==> src/rtl/can_err_pkg.sv <==
package can_err_pkg;
  localparam logic DOM = 1'b0;
  localparam logic REC = 1'b1;

  typedef struct packed {
    logic crc_e;
    logic stuff_e;
    logic form_e;
    logic ack_e;
    logic bit_e;
  } err_vec_t;
endpackage

==> src/rtl/can_bit_mon.sv <==
module can_bit_mon
  import can_err_pkg::*;
(
  input  logic bit_stb_i,
  input  logic tx_bit_i,
  input  logic rx_bit_i,
  input  logic tx_role_i,
  input  logic err_passive_i,
  input  logic err_frame_tx_i,
  input  logic in_arb_i,
  input  logic in_ack_slot_i,
  output logic bit_err_o,
  output logic ack_err_o
);
  logic mismatch, rec_over, rec_excused, passive_excused;

  always_comb begin
    mismatch        = tx_bit_i != rx_bit_i;
    rec_over        = (tx_bit_i == REC) && (rx_bit_i == DOM);
    rec_excused     = rec_over && (in_arb_i || in_ack_slot_i);
    passive_excused = err_frame_tx_i && err_passive_i && (rx_bit_i == DOM);
    bit_err_o = bit_stb_i && tx_role_i && mismatch && !rec_excused && !passive_excused;
    ack_err_o = bit_stb_i && tx_role_i && in_ack_slot_i && (rx_bit_i == REC);
  end
endmodule

==> src/rtl/can_stuff_mon.sv <==
module can_stuff_mon #(
  parameter int unsigned RUN_LIMIT = 5
) (
  input  logic clk_i,
  input  logic rst_ni,
  input  logic bit_stb_i,
  input  logic rx_bit_i,
  input  logic in_stuffed_i,
  input  logic stuff_bit_i,
  output logic stuff_err_o
);
  localparam int unsigned RUN_W = $clog2(RUN_LIMIT + 2);
  localparam logic [RUN_W-1:0] RUN_MAX = RUN_W'(RUN_LIMIT);
  localparam logic [RUN_W-1:0] RUN_ONE = RUN_W'(1);

  logic [RUN_W-1:0] run_q, run_d;
  logic             lvl_q, lvl_d;
  logic             same;

  always_comb begin
    same        = (run_q != '0) && (rx_bit_i == lvl_q);
    stuff_err_o = bit_stb_i && in_stuffed_i && same && (run_q == RUN_MAX);
    run_d       = run_q;
    lvl_d       = lvl_q;
    if (bit_stb_i) begin
      lvl_d = rx_bit_i;
      if (!in_stuffed_i)                  run_d = '0;
      else if (stuff_bit_i || !same)      run_d = RUN_ONE;
      else if (stuff_err_o)               run_d = RUN_ONE;
      else                                run_d = run_q + RUN_ONE;
    end
  end

  always_ff @(posedge clk_i or negedge rst_ni) begin
    if (!rst_ni) begin
      run_q <= '0;
      lvl_q <= 1'b1;
    end else begin
      run_q <= run_d;
      lvl_q <= lvl_d;
    end
  end
endmodule

==> src/rtl/can_form_crc_mon.sv <==
module can_form_crc_mon
  import can_err_pkg::*;
#(
  parameter int unsigned CRC_W = 15
) (
  input  logic             bit_stb_i,
  input  logic             rx_bit_i,
  input  logic             tx_role_i,
  input  logic             in_crc_dlm_i,
  input  logic             in_ack_dlm_i,
  input  logic             in_eof_i,
  input  logic             eof_last_i,
  input  logic             in_ifs_i,
  input  logic [CRC_W-1:0] crc_rx_i,
  input  logic [CRC_W-1:0] crc_calc_i,
  output logic             form_err_o,
  output logic             crc_err_o
);
  logic fixed_fld, rx_eof_waiver;

  always_comb begin
    fixed_fld     = in_crc_dlm_i || in_ack_dlm_i || in_eof_i || in_ifs_i;
    rx_eof_waiver = !tx_role_i && in_eof_i && eof_last_i;
    form_err_o    = bit_stb_i && fixed_fld && (rx_bit_i == DOM) && !rx_eof_waiver;
    crc_err_o     = bit_stb_i && !tx_role_i && in_crc_dlm_i && (crc_rx_i != crc_calc_i);
  end
endmodule

==> src/rtl/can_err_detect.sv <==
module can_err_detect
  import can_err_pkg::*;
#(
  parameter int unsigned CRC_W     = 15,
  parameter int unsigned RUN_LIMIT = 5
) (
  input  logic             clk_i,
  input  logic             rst_ni,
  input  logic             bit_stb_i,
  input  logic             tx_bit_i,
  input  logic             rx_bit_i,
  input  logic             tx_role_i,
  input  logic             err_passive_i,
  input  logic             err_frame_tx_i,
  input  logic             in_arb_i,
  input  logic             in_ack_slot_i,
  input  logic             in_crc_dlm_i,
  input  logic             in_ack_dlm_i,
  input  logic             in_eof_i,
  input  logic             eof_last_i,
  input  logic             in_ifs_i,
  input  logic             in_stuffed_i,
  input  logic             stuff_bit_i,
  input  logic [CRC_W-1:0] crc_rx_i,
  input  logic [CRC_W-1:0] crc_calc_i,
  output logic             bit_err_o,
  output logic             ack_err_o,
  output logic             form_err_o,
  output logic             stuff_err_o,
  output logic             crc_err_o,
  output logic             err_frame_req_o
);
  err_vec_t det, err_q;
  logic     req_q;

  can_bit_mon u_bit (
    .bit_stb_i      (bit_stb_i),
    .tx_bit_i       (tx_bit_i),
    .rx_bit_i       (rx_bit_i),
    .tx_role_i      (tx_role_i),
    .err_passive_i  (err_passive_i),
    .err_frame_tx_i (err_frame_tx_i),
    .in_arb_i       (in_arb_i),
    .in_ack_slot_i  (in_ack_slot_i),
    .bit_err_o      (det.bit_e),
    .ack_err_o      (det.ack_e)
  );

  can_stuff_mon #(.RUN_LIMIT(RUN_LIMIT)) u_stuff (
    .clk_i        (clk_i),
    .rst_ni       (rst_ni),
    .bit_stb_i    (bit_stb_i),
    .rx_bit_i     (rx_bit_i),
    .in_stuffed_i (in_stuffed_i),
    .stuff_bit_i  (stuff_bit_i),
    .stuff_err_o  (det.stuff_e)
  );

  can_form_crc_mon #(.CRC_W(CRC_W)) u_form (
    .bit_stb_i    (bit_stb_i),
    .rx_bit_i     (rx_bit_i),
    .tx_role_i    (tx_role_i),
    .in_crc_dlm_i (in_crc_dlm_i),
    .in_ack_dlm_i (in_ack_dlm_i),
    .in_eof_i     (in_eof_i),
    .eof_last_i   (eof_last_i),
    .in_ifs_i     (in_ifs_i),
    .crc_rx_i     (crc_rx_i),
    .crc_calc_i   (crc_calc_i),
    .form_err_o   (det.form_e),
    .crc_err_o    (det.crc_e)
  );

  // acknowledge miss is retried, not signalled with an error frame
  always_ff @(posedge clk_i or negedge rst_ni) begin
    if (!rst_ni) begin
      err_q <= '0;
      req_q <= 1'b0;
    end else begin
      err_q <= det;
      req_q <= det.bit_e | det.form_e | det.stuff_e | det.crc_e;
    end
  end

  assign bit_err_o       = err_q.bit_e;
  assign ack_err_o       = err_q.ack_e;
  assign form_err_o      = err_q.form_e;
  assign stuff_err_o     = err_q.stuff_e;
  assign crc_err_o       = err_q.crc_e;
  assign err_frame_req_o = req_q;
endmodule

==> config.mk <==
export PLATFORM = sky130hd
export DESIGN_NAME = can_err_detect
export DESIGN_NICKNAME = d
export VERILOG_FILES = /design/src/rtl/can_err_pkg.sv /design/src/rtl/can_bit_mon.sv /design/src/rtl/can_stuff_mon.sv /design/src/rtl/can_form_crc_mon.sv /design/src/rtl/can_err_detect.sv
export SDC_FILE = /design/constraint.sdc
export NUM_CORES = 1
export LEC_CHECK = 0
export ABC_AREA = 0
export BUFFER_PORTS_ARGS = -buffer_cell sky130_fd_sc_hd__buf_2
export CORE_AREA = 2 2 43 45
export CTS_BUF_LIST = sky130_fd_sc_hd__clkbuf_8
export CTS_CLUSTER_SIZE = 24
export DETAILED_ROUTE_END_ITERATION = 8
export DIE_AREA = 0 0 45 47
export PLACE_DENSITY_LB_ADDON = 0.3
export SLEW_MARGIN = 20
export SYNTH_ARGS = -nofsm -noshare
export SYNTH_HDL_FRONTEND = slang
export SYNTH_SLANG_ARGS = --single-unit
==> constraint.sdc <==
create_clock -name clk_i -period 3.3 [get_ports clk_i]
set_clock_uncertainty 0.05 [all_clocks]
set_input_delay 0.66 -clock clk_i [delete_from_list [all_inputs] [get_ports clk_i]]
set_output_delay 0.66 -clock clk_i [all_outputs]
set_load 0.01 [all_outputs]
==> flow_summary.yaml <==
drt:
  drc: 0
  antenna_left: 0
  postRouteWirelength_um: 1450
  via_count: 668
  vias_per_cell: 4.81
  wl_per_cell_um: 10.5
  drt_iter0_drc: 5
  drtPass1Iterations: 3
clock_network:
  cts_tree: "yes"
  clk_pin_slew_ps: 50
  cts_htree_levels: 1
  insertion_delay_ps: 230
  clockRootBuffer: "clkbuf_8"
  cts.sinks: 10
  cts_made_buffers: 3
  cts_buffer_depth: 2
  cts_resized: 0
  cts_setup_buffers: 0
  postCtsHoldBufs: 0
timing:
  slew_headroom_pct: 78.3
  tightest_slew_ps: 325
  period_needed_ps: 1820
  hold_ws_ps: 227
  rsz0062_at_grt: "false"
  min_period_over_period_pct: 55.0
  hold_viol_final: 0
  slew_viol_final: 0
  fin_ws_ps: 1480
  final-setup-viol-count: 0
  clock.fmax_ghz: 0.551
  fin_setup_tns_ps: 0
final_layout:
  drive_gt1_share_pct: 49.2
  nets: 174
  antennaDiodeCount: 0
  area.growth.synth_to_final_pct: 51.0
  final_area_um2: 986
grt:
  grt_pass1_wl_um: 2300
  grt_use_met3_pct: 1.15
  grt_pass1_vias: 615
  grt-ovfl-total: 0
  grt_util_all_layers_pct: 15.3
  grt_max_degree: 12
  busiest_layer: "met2"
  gr-usage-met1_pct: 17.3
  use_met2_pct: 28.3
  antenna_found_initial: 0
synth:
  synth_fp_nets: 118
  ys_ff_latch: 10
  synth_cell_types: 24
  synthCells: 67
  syn_avg_cell_area_um2: 9.75
  ys_seq_area_share_pct: 38.5
  ys_warn_count: 0
  syn_area_um2: 653
critical_path:
  cp.required_ps: 3380
  r2r-start: "u_stuff.run_q[0]$_DFFE_PN0P_"
  crit_buf_inv: 2
  crit_start: "rx_bit_i"
  crit_path_top_delay_cell: "or3b_2"
  slowest_delay_ps: 450
  worst_setup_path_end_kind: "flop"
  critPathKind: "primary input to flop"
  crit_arrival_ps: 1900
  crit_chain: "buf_2 > inv_1 > ha_1 > or3b_2 > a31oi_1 > nor3_1 > o31ai_1"
  cp_max_fo: 4
  startpoint_type: "primary input"
  critical-path-top-delay-family: "simple AND/OR/NAND/NOR gates"
placed_design:
  routabilityCongestion: 0.779
  numPortBuffers: 52
  dp_hpwl_um: 1290
  placed_cell_area_um2: 931
  dp_slack_ps: 1240
pwr:
  leakage_nw: 0.511
  irDropWorstVdd_uv: 162
  total_power_mw: 0.357
  power-per-cell-area_nw_per_um2: 362
floorplan:
  coreArea_um2: 1650
  ioPinCount: 53
  rows: 15
  start_util_pct: 39.5
  dieWidth_um: 45
  die_y_um: 47
  design.die.area_um2: 2120
worst_hold_path:
  hp-class: "primary input to async pin"
run_status:
  status: "finished, final reports clean"
run:
  drv_cap: 0
sequential cells by signal (all words and copies together) (netlist names):
signal	count
ack_err_o	1
bit_err_o	1
crc_err_o	1
err_frame_req_o	1
form_err_o	1
stuff_err_o	1
u_stuff.lvl_q	1
u_stuff.run_q	3
Yosys cell counts (all sizes together):
| master | number | area (µm²) |
|---|---|---|
| xnor2 | 11 | 96.3 |
| dfrtp | 9 | 225 |
| nand2 | 8 | 30.0 |
| xor2 | 5 | 43.8 |
| ha | 4 | 50.1 |
| nand4 | 4 | 25.0 |
| nor3 | 4 | 20.0 |
| inv | 3 | 11.3 |
| o21ai | 3 | 15.0 |
| nor2 | 2 | 7.51 |
| a2111oi | 1 | 15.0 |
| a21o | 1 | 7.51 |
| a31oi | 1 | 6.26 |
| clkbuf | 1 | 3.75 |
| dfstp | 1 | 26.3 |
| mux2 | 1 | 11.3 |
| nand3 | 1 | 5.00 |
| nor2b | 1 | 6.26 |
| nor4 | 1 | 6.26 |
| o2111a | 1 | 11.3 |
| o22ai | 1 | 6.26 |
| o31ai | 1 | 7.51 |
| or3b | 1 | 8.76 |
| or4 | 1 | 7.51 |
layer usage:
metal | wire length (µm) | share of wire (%)
met1 | 580 | 40
met2 | 752 | 52
met3 | 93 | 6.4
met4 | 27 | 1.9
met5 | 0 | 0
cell type report:
| type | count | area, µm² |
|---|---|---|
| fill | 142 | 666 |
| multi-input combinational | 53 | 387 |
| timing repair buffer | 52 | 260 |
| sequential | 10 | 251 |
| clock buffer | 4 | 55.1 |
| tap | 17 | 21.3 |
| inverter | 3 | 11.3 |
logic make-up (layout without fill, tap and decap cells):
logic type      Yosys count  in the layout  share of synthesized area [%]
simple gates             23             23                           17.8
buf+inv                   4             59                           2.30
mux                       1              1                           1.72
flops                    10             10                           38.5
xor+xnor                 16             16                           21.5
compound gates            9              9                           10.5
fa+ha+maj                 4              4                           7.66
power breakdown:
group          switching, mW  total, mW  internal, mW
combinational         0.0343     0.0771        0.0428
clock                 0.0421      0.146         0.104
sequential           0.00342      0.134         0.130
total                 0.0798      0.357         0.277
cells in the final DEF, fill, tap and decap left out:
| master | Yosys | final |
|---|---|---|
| nor2_1 | 2 | 2 |
| o22ai_1 | 1 | 1 |
| nor3_1 | 4 | 4 |
| a31oi_1 | 1 | 1 |
| dfrtp_1 | 9 | 9 |
| or3b_2 | 1 | 1 |
| nor2b_1 | 1 | 1 |
| xnor2_1 | 11 | 11 |
| a2111oi_2 | 1 | 1 |
| or4_1 | 1 | 1 |
| buf_2 | 0 | 52 |
| o2111a_1 | 1 | 1 |
| o21ai_0 | 3 | 3 |
| nand2_1 | 8 | 8 |
| clkbuf_8 | 0 | 4 |
| mux2_2 | 1 | 1 |
| dfstp_2 | 1 | 1 |
| xor2_1 | 5 | 5 |
| inv_1 | 3 | 3 |
| nand4_1 | 4 | 4 |
| nor4_1 | 1 | 1 |
| nand3_1 | 1 | 1 |
| o31ai_1 | 1 | 1 |
| a21o_1 | 1 | 1 |
| ha_1 | 4 | 4 |
stage by stage:
step           utilization, %  cells
3_3_place_gp             56.4    135
4_1_cts                  59.7    139
3_5_place_dp             56.4    135
2_1_floorplan               -     67
5_1_grt                  59.7    139
6_report                 59.7    139
path summary, 6_finish.rpt:
kind	end	slack [ps]	depth (start not counted)
worst min-delay path	u_stuff.run_q[0]$_DFFE_PN0P_	230	1
min in group clk_i	u_stuff.run_q[2]$_DFFE_PN0P_	540	1
worst max-delay path	err_frame_req_o$_DFF_PN0_	1480	7
max in group asynchronous	u_stuff.lvl_q$_DFFE_PN1P_	2730	1
worst min register to register	u_stuff.run_q[2]$_DFFE_PN0P_	540	1
worst max register to register	u_stuff.run_q[2]$_DFFE_PN0P_	1620	7
(Power assumes the default switching activity.)
